$ cat config.mk
export PLATFORM = sky130hd
export DESIGN_NAME = uburst_in_eng
export DESIGN_NICKNAME = d
export VERILOG_FILES = /design/src/rtl/uburst_pkg.sv /design/src/rtl/uburst_timing.sv /design/src/rtl/uburst_crc16.sv /design/src/rtl/uburst_in_eng.sv
export SDC_FILE = /design/constraint.sdc
export NUM_CORES = 1
export LEC_CHECK = 0
export BUFFER_PORTS_ARGS = -buffer_cell sky130_fd_sc_hd__clkbuf_2
export CORE_MARGIN = 4
export CORE_UTILIZATION = 50
export CTS_CLUSTER_SIZE = 30
export DETAILED_ROUTE_END_ITERATION = 12
export PLACE_DENSITY_LB_ADDON = 0.15
export SKIP_CTS_REPAIR_TIMING = 1
export SLEW_MARGIN = 10
export SYNTH_ARGS = -nofsm -noshare
export SYNTH_HDL_FRONTEND = slang
export SYNTH_HIERARCHICAL = 1
export SYNTH_SLANG_ARGS = --single-unit
$ cat constraint.sdc
create_clock -name clk -period 2.61 [get_ports clk]
set_input_delay 0.261 -clock clk [delete_from_list [all_inputs] [get_ports clk]]
set_output_delay 0.261 -clock clk [all_outputs]
set_load 0.005 [all_outputs]
$ cat src/rtl/uburst_pkg.sv
package uburst_pkg;

    typedef enum logic [2:0] {
        ST_IDLE,
        ST_XFER,
        ST_DEV_WAIT,
        ST_PARK,
        ST_CRC,
        ST_HOLD
    } burst_st_t;

    localparam logic [7:0] UMODE_BASE = 8'h40;
    localparam int         UMODE_NUM  = 5;

    function automatic logic code_ok(input logic [7:0] c);
        return (c >= UMODE_BASE) && (c < UMODE_BASE + 8'(UMODE_NUM));
    endfunction

    function automatic logic [2:0] code_idx(input logic [7:0] c);
        return 3'(c - UMODE_BASE);
    endfunction

endpackage

$ cat src/rtl/uburst_timing.sv
module uburst_timing #(
    parameter int NMODE = 5,
    parameter int CW    = 8,
    parameter logic [NMODE-1:0][CW-1:0] CYC_TBL = {8'd5,  8'd8,  8'd11, 8'd15, 8'd23},
    parameter logic [NMODE-1:0][CW-1:0] LI_TBL  = {8'd20, 8'd20, 8'd30, 8'd30, 8'd30},
    parameter logic [NMODE-1:0][CW-1:0] RP_TBL  = {8'd20, 8'd20, 8'd20, 8'd25, 8'd32},
    parameter logic [NMODE-1:0][CW-1:0] ACK_TBL = {8'd4,  8'd4,  8'd4,  8'd4,  8'd4}
) (
    input  logic [2:0]    mode_idx,
    output logic [CW-1:0] t_cyc,
    output logic [CW-1:0] t_li,
    output logic [CW-1:0] t_rp,
    output logic [CW-1:0] t_ack
);
    always_comb begin
        t_cyc = CYC_TBL[0];
        t_li  = LI_TBL[0];
        t_rp  = RP_TBL[0];
        t_ack = ACK_TBL[0];
        for (int i = 0; i < NMODE; i++) begin
            if (mode_idx == 3'(i)) begin
                t_cyc = CYC_TBL[i];
                t_li  = LI_TBL[i];
                t_rp  = RP_TBL[i];
                t_ack = ACK_TBL[i];
            end
        end
    end
endmodule

$ cat src/rtl/uburst_crc16.sv
module uburst_crc16 #(
    parameter int          DW    = 16,
    parameter int          CRCW  = 16,
    parameter logic [CRCW-1:0] POLY = 16'h1021,
    parameter logic [CRCW-1:0] SEED = 16'h4ABA
) (
    input  logic            clk,
    input  logic            rst_n,
    input  logic            init,
    input  logic            en,
    input  logic [DW-1:0]   word,
    output logic [CRCW-1:0] crc
);
    function automatic logic [CRCW-1:0] fold(input logic [CRCW-1:0] c_in,
                                             input logic [DW-1:0]   d);
        logic [CRCW-1:0] c;
        logic            fb;
        c = c_in;
        for (int i = DW - 1; i >= 0; i--) begin
            fb = c[CRCW-1] ^ d[i];
            c  = {c[CRCW-2:0], 1'b0} ^ (fb ? POLY : '0);
        end
        return c;
    endfunction

    always_ff @(posedge clk or negedge rst_n) begin
        if (!rst_n)    crc <= SEED;
        else if (init) crc <= SEED;
        else if (en)   crc <= fold(crc, word);
    end
endmodule

$ cat src/rtl/uburst_in_eng.sv
module uburst_in_eng
    import uburst_pkg::*;
#(
    parameter int DW   = 16,
    parameter int CRCW = 16,
    parameter int CW   = 8
) (
    input  logic            clk,
    input  logic            rst_n,
    input  logic            start,
    input  logic [7:0]      mode_code,
    input  logic [DW-1:0]   fifo_data,
    input  logic            fifo_empty,
    output logic            fifo_pop,
    input  logic            dev_end,
    input  logic            host_rdy,
    input  logic            host_halt,
    input  logic [CRCW-1:0] host_crc,
    input  logic            host_crc_vld,
    output logic [DW-1:0]   bus_data,
    output logic            bus_strobe,
    output logic            busy,
    output logic            done,
    output logic            crc_err
);
    burst_st_t       st_q, st_d;
    logic [2:0]      midx_q;
    logic [CW-1:0]   cnt_q;
    logic [CW-1:0]   t_cyc, t_li, t_rp, t_ack;
    logic [CRCW-1:0] crc_now;
    logic            start_ok, send;

    assign start_ok = (st_q == ST_IDLE) && start && code_ok(mode_code);
    assign send     = (st_q == ST_XFER) && !host_halt && !dev_end &&
                      (cnt_q == '0) && host_rdy && !fifo_empty;
    assign fifo_pop = send;
    assign busy     = (st_q != ST_IDLE);

    uburst_timing #(.CW(CW)) u_timing (
        .mode_idx (midx_q),
        .t_cyc    (t_cyc),
        .t_li     (t_li),
        .t_rp     (t_rp),
        .t_ack    (t_ack)
    );

    uburst_crc16 #(.DW(DW), .CRCW(CRCW)) u_crc (
        .clk   (clk),
        .rst_n (rst_n),
        .init  (start_ok),
        .en    (send),
        .word  (fifo_data),
        .crc   (crc_now)
    );

    // state register
    always_ff @(posedge clk or negedge rst_n) begin
        if (!rst_n) st_q <= ST_IDLE;
        else        st_q <= st_d;
    end

    // next-state logic
    always_comb begin
        st_d = st_q;
        unique case (st_q)
            ST_IDLE:     if (start_ok) st_d = ST_XFER;
            ST_XFER: begin
                if (host_halt)    st_d = ST_PARK;
                else if (dev_end) st_d = ST_DEV_WAIT;
            end
            ST_DEV_WAIT: if (host_halt || cnt_q == '0) st_d = ST_PARK;
            ST_PARK:     st_d = ST_CRC;
            ST_CRC:      if (host_crc_vld) st_d = ST_HOLD;
            ST_HOLD:     if (cnt_q == '0) st_d = ST_IDLE;
            default:     st_d = ST_IDLE;
        endcase
    end

    // outputs and counters
    always_ff @(posedge clk or negedge rst_n) begin
        if (!rst_n) begin
            midx_q     <= '0;
            cnt_q      <= '0;
            bus_strobe <= 1'b1;
            bus_data   <= '0;
            done       <= 1'b0;
            crc_err    <= 1'b0;
        end else begin
            done <= 1'b0;
            unique case (st_q)
                ST_IDLE: begin
                    if (start_ok) begin
                        midx_q     <= code_idx(mode_code);
                        cnt_q      <= '0;
                        bus_strobe <= 1'b1;
                        crc_err    <= 1'b0;
                    end
                end
                ST_XFER: begin
                    if (host_halt) begin
                        cnt_q <= '0;
                    end else if (dev_end) begin
                        cnt_q <= t_rp;
                    end else if (send) begin
                        bus_data   <= fifo_data;
                        bus_strobe <= ~bus_strobe;
                        cnt_q      <= t_cyc - CW'(1);
                    end else if (cnt_q != '0) begin
                        cnt_q <= cnt_q - CW'(1);
                    end
                end
                ST_DEV_WAIT: if (cnt_q != '0) cnt_q <= cnt_q - CW'(1);
                ST_PARK:     bus_strobe <= 1'b1;
                ST_CRC: begin
                    if (host_crc_vld) begin
                        crc_err <= (host_crc != crc_now);
                        cnt_q   <= t_ack;
                    end
                end
                ST_HOLD: begin
                    if (cnt_q == '0) done  <= 1'b1;
                    else             cnt_q <= cnt_q - CW'(1);
                end
                default: cnt_q <= '0;
            endcase
        end
    end

    // checker state: cycles since the last data edge, cycles the strobe is left low after halt
    logic [CW-1:0] gap_q, li_q;
    logic          seen_q;

    always_ff @(posedge clk or negedge rst_n) begin
        if (!rst_n) begin
            gap_q  <= '0;
            seen_q <= 1'b0;
            li_q   <= '0;
        end else begin
            if (st_q == ST_IDLE) seen_q <= 1'b0;
            if (send) begin
                gap_q  <= CW'(1);
                seen_q <= 1'b1;
            end else if (gap_q != '1) begin
                gap_q <= gap_q + CW'(1);
            end
            if (busy && host_halt && !bus_strobe) li_q <= li_q + CW'(1);
            else                                  li_q <= '0;
        end
    end

    a_r1_bad_code: assert property (@(posedge clk) disable iff (!rst_n)
        (!busy && start && !code_ok(mode_code)) |=> !busy);

    a_r2_spacing: assert property (@(posedge clk) disable iff (!rst_n)
        (fifo_pop && seen_q) |-> (gap_q >= t_cyc));

    a_r3_pause: assert property (@(posedge clk) disable iff (!rst_n)
        (st_q == ST_XFER && !host_rdy) |=> $stable(bus_strobe));

    a_r4_empty: assert property (@(posedge clk) disable iff (!rst_n)
        fifo_empty |-> !fifo_pop);

    a_r5_parked: assert property (@(posedge clk) disable iff (!rst_n)
        (st_q == ST_CRC) |-> bus_strobe);

    a_r5_li_limit: assert property (@(posedge clk) disable iff (!rst_n)
        li_q <= t_li);

    a_r7_err_hold: assert property (@(posedge clk) disable iff (!rst_n)
        (st_q inside {ST_XFER, ST_DEV_WAIT, ST_PARK, ST_HOLD}) |=> $stable(crc_err));

    a_r8_one_pulse: assert property (@(posedge clk) disable iff (!rst_n)
        done |=> !done);

endmodule

# == Yosys cells after proc, flatten, opt, wreduce, memory -nomap -nowiden ==
# Index checks and enable logic that the tools add are counted.
# totals
elab_cells,144
regBits,49
mem_count,0
mem_bits_rw,0
latch_bits,0
rom_bits,0
input_bits,48
out_inout_bits,21
# classes
bitwise,36
add_sub_neg,3
magnitude_cmp,2
shifts,0
eq_ne,19
div,0
reduce_logical,25
mul,0
n_mux,51
# ops
op,count
16-bit XOR,16
13-bit two-way mux,16
8-bit two-way mux,13
8-bit one-hot mux with 6 select lines,1
16-bit two-way mux,2
3-bit two-way mux,6
3-bit one-hot mux with 6 select lines,1
16-bit != test,1
"2-bit != test, second input constant",8
"8-bit by 1-bit subtractor with 8-bit output, second input constant",2
1-bit XOR,16
"3-bit by 2-bit equality test with 1-bit output, second input constant",4
5-bit AND reduction,2
"3-bit equality test, second input constant",3
"8-bit by 7-bit >= comparator with 1-bit output, second input constant",1
1-bit logical AND,8
8-bit logical NOT,1
"8-bit by 7-bit < comparator with 1-bit output, second input constant",1
1-bit two-way mux,8
4-bit AND reduction,2
8-bit nonzero test,1
"3-bit by 1-bit equality test with 1-bit output, second input constant",2
6-bit two-way mux,1
3-bit nonzero test,2
other kinds (12),18

# == Logic depth before layout (Yosys ltp) ==
# depth
word_depth,50
mapped_depth,11
depth_no_buf,9

# == Modules after synthesis ==
# The synthesis kept the hierarchy.
# modules_own_cells
module,seq_area_each_um2,instances,cells_per_inst,area_each_um2
uburst_in_eng,827.0,1,285,2333.5
uburst_crc16,410.4,1,111,1276.2
uburst_timing,0.0,1,37,272.8

# == Worst setup path before layout ==
# Ideal clock, no wire load.
# synth_path
kind,register to register
startpoint,register cnt_q[0]
endpoint,register u_crc.crc[12]
stages_incl_launch_ff,12
setup_time_ns,0.128
arrival_ns,2.543
required_time_ns,2.482
slack_ns,-0.060
cell_sequence,dfrtp_1 -> inv_1 -> ha_1 -> or4b_1 -> buf_2 -> nor2_4 -> and3_1 -> buf_6 -> clkinv_1 -> or2_1 -> mux2i_1 -> mux2_1
# synth_via
elab_chain_cells,5
# synth_lines
item,line,text
"start, declared",uburst_in_eng.sv:28,logic [CW-1:0] cnt_q;
"start signal, assigned",uburst_in_eng.sv:103,cnt_q <= t_rp;
"start signal, assigned",uburst_in_eng.sv:107,cnt_q <= t_cyc - CW'(1);
"start signal, assigned",uburst_in_eng.sv:109,cnt_q <= cnt_q - CW'(1);
8-bit logical NOT,uburst_in_eng.sv:35,(cnt_q == '0) && host_rdy && !fifo_empty;
1-bit logical AND,uburst_in_eng.sv:34,assign send = (st_q == ST_XFER) && !host_halt && !dev_end &&
1-bit logical AND (2 in series),uburst_in_eng.sv:35,
net fifo_pop,uburst_in_eng.sv:14,"output logic fifo_pop,"
2-bit nonzero test (no line),--,
"end signal, assigned",uburst_crc16.sv:29,"else if (en) crc <= fold(crc, word);"
"end, declared",uburst_crc16.sv:12,output logic [CRCW-1:0] crc
# The timed path passes the listed nets, and every way through them passes these cells.
# A chain may end at the register's enable or synchronous reset.

# == Final worst setup path ==
# layout_path
startpoint,register cnt_q[0]
endpoint,output port fifo_pop
# layout_via
elab_chain_cells,4
# layout_lines
item,line
8-bit logical NOT,uburst_in_eng.sv:35
1-bit logical AND,uburst_in_eng.sv:34
1-bit logical AND (2 in series),uburst_in_eng.sv:35
"end, declared",uburst_in_eng.sv:14
# Every way passes these cells.

==> results.md <==
- Status: finished, final reports clean
- Area growth, synth to finish: 14.4%
- Drt wl/cell: 16.2 um
- Initial antenna violation count: 0
- CTS buffer count: 5
- Crit Path Category: reg2out
- Worst r2r src: cnt_q[0]$_DFFE_PN0P_
- Placed insts: 590
- Final Non-Filler Cells: around 600
- Sequential power share: 24.8%
- Power per cell area: approximately 1200 nW/um2
- RSZ-0062 raised after global routing: no
- Netlist Area Pre-Place: 3820 um2
- Router iterations before antenna repair: 4
- Combinational share of power: 66.6%
- Internal power: ~3 mW
- Final core occ: between 50% and 60%
- Flop2flop setup slack: 0.19 ns
- Fmax: 0.401 GHz
- Max-capacitance violation count: 0
- DRT Wirelength: roughly 9700 um
- # diodes: 0
- Core area: between 7000 and 8000 um2
- Max VDD drop: 0.000556 V
- Average via count per standard cell: roughly 5.5
- IO Count: 69
- Count of input and output buffers: 68
- Endpoints failing hold: 0
- Clock Latency Late Sink: about 0.30 ns
- Final WS setup: 0.116 ns
- Slew Limit Fails: 0
- DIE HEIGHT: between 90 and 100 um
- Setup WS pre-CTS: 0.213 ns
- Die Footprint: roughly 9100 um2
- Arrival @ worst endpoint: ~2.2 ns
- Crit share post-route: between 90% and 100%
- LEAKAGE: around 2.1 nW
- Global Route Usage Sum: a little over a fifth
- Fin nets: 549
- Minimum hold slack: ~0.014 ns
- Final setup viols: 0
- Rel. slew slack: 43.3%
- Clock Tree Buf Depth: 2
- DRC Markers: 0
- Worst-path clk slew: approximately 0.1 ns
- Startpoint types: flip-flop
- Clock power frac: ~8.6%
- Worst r2r dst: u_crc/crc[12]$_DFFE_PN0P_
- Via Count: about 3300
- Synth warnings: 6
- CP required: roughly 2.4 ns
- Grt total ovfl: 0
- Cells after synthesis: 425
- Initial Util: between 50% and 60%
- Reg2Reg Depth: 9
- Fin Setup TNS: 0 ns
- Final min period: approximately 2.5 ns
- Largest net degree at the start of global routing: 29
- Dpl hpwl: ~7700 um
- Final antenna-violating net count: 0
- Hold WC Path Type: in2async
- Mean Syn Cell Area: ~9 um2
- Crit-path max FO: 25
- Crit. End Element: output pin
- Root buffer cell: clkbuf_8
- CTS tree: yes
- Clock skew: between 0.01 and 0.015 ns
- Worst Tran Pin Value: ~0.84 ns
- Sinks on Clock Net: slightly below 50
- FP Rows: 31
- Placer congestion estimate: roughly 1
- Die Span X: 95.4 um
- Sw Share: about 44%
- First-pass GRT wire length: about 16000 um
- P_sw: ~2.3 mW
- H-tree depth: 2
- 1st-iter DRT viols: roughly 150
- Ratio of cells with drive above 1 in the final layout: a little over a quarter
- Number of global-route vias before repair: 3184
-- area by class of cell --
class	count	area, um2
Clock buffer	6	72.6
Clock inverter	2	15.0
Fill cell	652	2960
Inverter	14	52.6
Multi-Input combinational cell	338	2350
Sequential cell	49	1240
Tap cell	99	124
Timing Repair Buffer	90	518
-- state kept, by name (all words and copies together), names as in the netlist --
signal,flops
cnt_q,8
midx_q,3
crc_err,1
u_crc/crc,16
done,1
st_q,3
bus_strobe,1
bus_data,16
-- critical path, stage by stage (launching register included) --
cell and delay, ns:
dfrtp_1 0.43, inv_2 0.12, ha_1 0.16, or4b_1 0.50, nor2_4 0.11, and3_4 0.18, buf_4 0.25, clkbuf_2 0.18
-- metal layers --
metal / GRT usage [%] / vias to the layer above / routed length (um)
li1: - / 1607 / -
met1: 27.5 / 1518 / 4070
met2: 38.7 / 121 / 4860
met3: 3.24 / 16 / 552
met4: 7.35 / 0 / 185
met5: 0 / - / 0
-- through the flow --
step,instance area [um2],power (mW)
after global routing,4370,5.68
after CTS,4370,5.29
after floorplan,3870,4.01
after global placement,4290,4.77
final,4370,5.28
after detailed placement,4290,4.81
-- placed cells by master, fill, tap and decap left out, types with 4 or more instances in the layout --
cell type  instances
o31ai_1            6
clkbuf_8           5
nor2_1            26
dfstp_2            9
a22oi_1            6
or3_1              5
a22o_1             8
xnor2_1           26
inv_1             12
clkbuf_2          68
nor3_1             8
o21ai_1            4
a211oi_1           6
xnor2_2            8
o22ai_1            4
buf_4             21
dfrtp_1           40
nand2_1           76
nor4_1             6
o21ai_0            5
a21oi_1           13
conb_1            14
xor2_1            30
o211ai_1           4
nand2b_1           4
a31oi_1            4
-- worst max path at each step --
stage	startpoint	endpoint	slack, ns	depth (start not counted)
floorplan	cnt_q[0]$_DFFE_PN0P_	u_crc/crc[12]$_DFFE_PN0P_	0.005	11
global placement	cnt_q[0]$_DFFE_PN0P_	u_crc/crc[12]$_DFFE_PN0P_	0.25	9
detailed placement	cnt_q[0]$_DFFE_PN0P_	u_crc/crc[12]$_DFFE_PN0P_	0.21	9
CTS	cnt_q[0]$_DFFE_PN0P_	fifo_pop	0.1	7
global route	cnt_q[1]$_DFFE_PN0P_	fifo_pop	0.006	7
finish	cnt_q[0]$_DFFE_PN0P_	fifo_pop	0.12	7
-- power groups by stage --
stage / logic, mW / registers [mW] / clock network (mW)
4_1_cts: 3.51 / 1.31 / 0.473
2_1_floorplan: 2.76 / 1.26 / 0
3_3_place_gp: 3.46 / 1.32 / 0
3_5_place_dp: 3.49 / 1.32 / 0
6_report: 3.52 / 1.31 / 0.455
5_1_grt: 3.82 / 1.35 / 0.505
(Power assumes the default switching activity.)
